--- src/rtl/pwm_tb_pkg.sv ---
package pwm_tb_pkg;

  localparam int ADDR_W = 2;

  localparam logic [ADDR_W-1:0] ADDR_CNT  = 2'd0;
  localparam logic [ADDR_W-1:0] ADDR_PRD  = 2'd1;
  localparam logic [ADDR_W-1:0] ADDR_MODE = 2'd2;

  // One-hot-ish strobe bundle from control to datapath
  typedef struct packed {
    logic cntLoad;     // bus write replaces the counter
    logic cntClear;    // period match on an enabled tick
    logic cntStep;     // ordinary increment on an enabled tick
    logic shadowWr;    // bus write into the holding period copy
    logic activeWr;    // bus write straight into the active period
    logic activeLoad;  // holding copy transferred at counter zero
  } tbStrobes_t;

endpackage

--- src/rtl/pwm_tb_ctrl.sv ---
module pwm_tb_ctrl
  import pwm_tb_pkg::*;
#(
  parameter int CNT_W = 16
) (
  input  logic                clk,
  input  logic                rstN,
  input  logic                tbEn,
  input  logic                busWe,
  input  logic [ADDR_W-1:0]   busAddr,
  input  logic [CNT_W-1:0]    busWdata,
  input  logic [CNT_W-1:0]    cnt,
  input  logic [CNT_W-1:0]    activePrd,
  input  logic [CNT_W-1:0]    shadowPrd,
  output tbStrobes_t          strobes,
  output logic                zeroHit,
  output logic [CNT_W-1:0]    rdata
);

  logic directLoad;
  logic wrCnt;
  logic wrPrd;
  logic wrMode;
  logic atZero;
  logic atPeriod;

  assign wrCnt    = busWe && (busAddr == ADDR_CNT);
  assign wrPrd    = busWe && (busAddr == ADDR_PRD);
  assign wrMode   = busWe && (busAddr == ADDR_MODE);
  assign atZero   = (cnt == '0);
  assign atPeriod = (cnt == activePrd);

  always_ff @(posedge clk) begin
    if (!rstN) begin
      directLoad <= 1'b0;
    end else if (wrMode) begin
      directLoad <= busWdata[0];
    end
  end

  always_comb begin
    zeroHit            = tbEn && atZero;
    strobes.cntLoad    = wrCnt;
    strobes.cntClear   = !wrCnt && tbEn && atPeriod;
    strobes.cntStep    = !wrCnt && tbEn && !atPeriod;
    strobes.shadowWr   = wrPrd && !directLoad;
    strobes.activeWr   = wrPrd && directLoad;
    strobes.activeLoad = tbEn && atZero && !directLoad;
  end

  always_comb begin
    unique case (busAddr)
      ADDR_CNT:  rdata = cnt;
      ADDR_PRD:  rdata = directLoad ? activePrd : shadowPrd;
      ADDR_MODE: rdata = {{(CNT_W-1){1'b0}}, directLoad};
      default:   rdata = '0;
    endcase
  end

endmodule

--- src/rtl/pwm_tb_dp.sv ---
module pwm_tb_dp
  import pwm_tb_pkg::*;
#(
  parameter int CNT_W = 16
) (
  input  logic             clk,
  input  logic             rstN,
  input  tbStrobes_t       strobes,
  input  logic [CNT_W-1:0] wdata,
  output logic [CNT_W-1:0] cnt,
  output logic [CNT_W-1:0] activePrd,
  output logic [CNT_W-1:0] shadowPrd
);

  localparam logic [CNT_W-1:0] ONE = {{(CNT_W-1){1'b0}}, 1'b1};

  always_ff @(posedge clk) begin
    if (!rstN) begin
      cnt <= '0;
    end else if (strobes.cntLoad) begin
      cnt <= wdata;
    end else if (strobes.cntClear) begin
      cnt <= '0;
    end else if (strobes.cntStep) begin
      cnt <= cnt + ONE;
    end
  end

  always_ff @(posedge clk) begin
    if (!rstN) begin
      shadowPrd <= '0;
    end else if (strobes.shadowWr) begin
      shadowPrd <= wdata;
    end
  end

  // Transfer reads the pre-edge holding value, so a coincident write waits a period
  always_ff @(posedge clk) begin
    if (!rstN) begin
      activePrd <= '0;
    end else if (strobes.activeWr) begin
      activePrd <= wdata;
    end else if (strobes.activeLoad) begin
      activePrd <= shadowPrd;
    end
  end

endmodule

--- src/rtl/pwm_timebase.sv ---
module pwm_timebase
  import pwm_tb_pkg::*;
#(
  parameter int CNT_W = 16
) (
  input  logic              clk,
  input  logic              rstN,
  input  logic              tbEn,
  input  logic              busWe,
  input  logic [1:0]        busAddr,
  input  logic [CNT_W-1:0]  busWdata,
  output logic [CNT_W-1:0]  busRdata,
  output logic [CNT_W-1:0]  cntOut,
  output logic              zeroStrobe
);

  tbStrobes_t       strobes;
  logic [CNT_W-1:0] cnt;
  logic [CNT_W-1:0] activePrd;
  logic [CNT_W-1:0] shadowPrd;

  pwm_tb_ctrl #(.CNT_W(CNT_W)) u_ctrl (
    .clk       (clk),
    .rstN      (rstN),
    .tbEn      (tbEn),
    .busWe     (busWe),
    .busAddr   (busAddr),
    .busWdata  (busWdata),
    .cnt       (cnt),
    .activePrd (activePrd),
    .shadowPrd (shadowPrd),
    .strobes   (strobes),
    .zeroHit   (zeroStrobe),
    .rdata     (busRdata)
  );

  pwm_tb_dp #(.CNT_W(CNT_W)) u_dp (
    .clk       (clk),
    .rstN      (rstN),
    .strobes   (strobes),
    .wdata     (busWdata),
    .cnt       (cnt),
    .activePrd (activePrd),
    .shadowPrd (shadowPrd)
  );

  assign cntOut = cnt;

endmodule

--- config.mk ---
export PLATFORM = sky130hd
export DESIGN_NAME = pwm_timebase
export DESIGN_NICKNAME = d
export VERILOG_FILES = /design/src/rtl/pwm_tb_pkg.sv /design/src/rtl/pwm_tb_ctrl.sv /design/src/rtl/pwm_tb_dp.sv /design/src/rtl/pwm_timebase.sv
export SDC_FILE = /design/constraint.sdc
export NUM_CORES = 1
export LEC_CHECK = 0
export BUFFER_PORTS_ARGS = -buffer_cell sky130_fd_sc_hd__buf_2
export CORE_ASPECT_RATIO = 1.1
export CORE_MARGIN = 2
export CORE_UTILIZATION = 45
export DETAILED_ROUTE_END_ITERATION = 10
export GPL_TIMING_DRIVEN = 0
export PLACE_DENSITY_LB_ADDON = 0.2
export SYNTH_ARGS = -nofsm -noshare
export SYNTH_HDL_FRONTEND = slang
export SYNTH_SLANG_ARGS = --single-unit
--- constraint.sdc ---
create_clock -name clk -period 3.7 [get_ports clk]
set_input_delay 0.74 -clock clk [delete_from_list [all_inputs] [get_ports clk]]
set_output_delay 0.74 -clock clk [all_outputs]
set_load 0.02 [all_outputs]
==> qor.yml <==
use_met2_pct: 41.17
start_kind: "flop"
dp_cells: 507
synth_area_per_cell_um2: 7.783
worstSkewPairLatency_ns: 0.32
port_buffers: 51
rows: 30
ctsResizeCount: 0
drc_errors: 0
drtPass1Iterations: 5
clkSlewWorstSetupHoldPaths_ns: 0.09
clockRootBuffer: "clkbuf_8"
finalHoldViolCount: 0
cts_tree: "yes"
cap_violations: 0
drive_above_1_share_pct: 20.23
finalSetupViolations: 0
grtUsageTotal_pct: 24.88
max_slew.worst_pin.slew_ns: 0.5478
yosys.area.top_type_share_pct: 33.52
final_antenna_net_count: 0
routed_via_density: 5.625
worstPathArrival_ns: 2.01
ys_top_cells_by_area: "dfxtp_1 34%, a21oi_1 8.7%, nand2_1 6.9%"
period_share_pct: 74.24
grt_max_degree: 16
power_density_nw_per_um2: 368.3
status: "complete, no violations"
finalMaxSlewViolations: 0
skew_ns: 0.003783
final_common_cell: "buf_2"
hold_path.class: "reg2reg"
initial_core_util_pct: 46.97
netlist_instances: 376
die_area_um2: 7165
clkSinkCount: 49
syn_to_final_growth_pct: 15.95
rsz0062_at_grt: "false"
met1_usage_pct: 33.10
critical_path_class: "reg2out"
gp_congestion: 0.9525
grtUsageMet3_pct: 4.286
synth-warning-count: 0
ff2ff_setup_slack_ns: 1.60
cp.required_ns: 2.96
worst_slack_ns: 0.9532
place_area_um2: 3282
die_h_um: 88.58
fin_area_um2: 3393
power.leakage_nw: 1.337
grt_pass1_wl_mm: 13.48
wl_mm: 8.790
fmax_mhz: 364.1
antenna_found_initial: 0
synth_top_area_cell: "dfxtp_1"
drt-initial-drc-count: 201
antenna_cells: 0
fill_cells: 632
ir_worst_vdd_mv: 0.2066
post_cts_buffers: 0
vias: 2897
clockBufferDepth: 2
h-tree-depth: 2
final_nets: 458
min_period_ns: 2.747
core_area_um2: 6231
ctsHoldBuffers: 0
place_hpwl_mm: 6.755
grt_overflow: 0
synth_seq_cells: 49
dp_slack_ns: 1.023
layout_common_cells: "68 x buf_2, 54 x nand2_1, 51 x a21oi_1"
crit_fanout: 10
post_drt_wl_per_cell_um: 17.07
fin_tns_setup_ns: 0
grt_pass1_vias: 2560
synth.cell_area_um2: 2927
final_cell_count_no_fill: 515
die_w_um: 80.89
busiest_layer: "met2"
syn_nets: 400
synth_cell_types: 38
numCtsBuffers: 5
ys_seq_area_share_pct: 33.52
top_level_ports: 55
relSlewSlack_pct: 63.20
endpoint_kind: "primary output"
==> power breakdown <==
group / internal, mW / leakage, nW / total [mW] / switching (mW)
Combinational: 0.104 / 0.884 / 0.276 / 0.172
Clock: 0.203 / 0.0554 / 0.399 / 0.196
Sequential: 0.549 / 0.398 / 0.574 / 0.0245
Total: 0.857 / 1.34 / 1.25 / 0.393
==> area by class of cell <==
cell class / count / area [um^2] / share of cell area, %
multi-input combinational: 284 / 1713 / 50.48
sequential: 49 / 980.9 / 28.91
timing repair buffer: 51 / 255.2 / 7.522
buffer: 38 / 214.0 / 6.305
tap: 80 / 100.1 / 2.950
clock buffer: 6 / 72.57 / 2.139
clock inverter: 2 / 38.79 / 1.143
inverter: 5 / 18.77 / 0.5531
==> final timing paths <==
| path | start | to | cells past startpoint |
|---|---|---|---|
| hold reg to reg | u_dp.shadowPrd[13] | u_dp.shadowPrd[13] | 2 |
| setup reg to reg | u_dp.cnt[0] | u_dp.activePrd[10] | 9 |
| hold / removal | u_dp.shadowPrd[13] | u_dp.shadowPrd[13] | 2 |
| setup / recovery | u_ctrl.directLoad | busRdata[6] | 5 |
==> state kept, by name (all words and copies together) (netlist names) <==
register,count
u_dp.activePrd,16
u_dp.cnt,16
u_dp.shadowPrd,16
u_ctrl.directLoad,1
==> metal layers <==
| layer | part of all wire, % | vias to the layer above |
|---|---|---|
| met5 | 0 | - |
| met1 | 44 | 1351 |
| li1 | - | 1438 |
| met3 | 6.7 | 16 |
| met2 | 48 | 92 |
| met4 | 1.9 | 0 |
==> synth_stat cells, drive strengths merged <==
cell / number
nand2: 54
a21oi: 51
dfxtp: 49
buf: 24
nor2: 22
xor2: 22
o22ai: 16
a211oi: 15
mux2i: 15
clkbuf: 14
nor3b: 13
o21ai: 12
nand3: 11
xnor2: 8
nor3: 7
nor4: 6
inv: 5
a22oi: 4
and3: 4
nor2b: 4
a31oi: 3
and4: 3
ha: 2
nand4: 2
nor4b: 2
o221ai: 2
a2bb2oi: 1
and2: 1
and2b: 1
nand2b: 1
nand4b: 1
or3: 1
==> worst max-delay path: stages (launching register included) <==
cell and delay [ns]:
dfxtp_1 0.37, buf_2 0.28, buf_2 0.33, mux2i_1 0.12, a211oi_1 0.35, buf_2 0.24
==> per-stage QoR <==
step                      total power [mW]  utilization (%)  hold slack (ns)
final                                1.250            54.46           0.4862
after global routing                 1.300            54.46           0.5030
after CTS                            1.247            54.46           0.4826
after detailed placement            0.8591            52.67           0.4693
after global placement              0.8565            52.67           0.4658
after floorplan                     0.7681                -           0.4487
==> cell families after synthesis <==
kind of cell,Yosys count,share of synthesized area (%)
xor gates and xnor gates,30,8.978
muxes,15,5.130
DFF,49,33.52
adders and majority gates,2,0.8549
and+or+nand+nor,133,22.96
AOI/OAI and AO/OA,104,20.61
buffers and inverters,43,7.952
No activity file was read; power rests on OpenSTA's default activity.
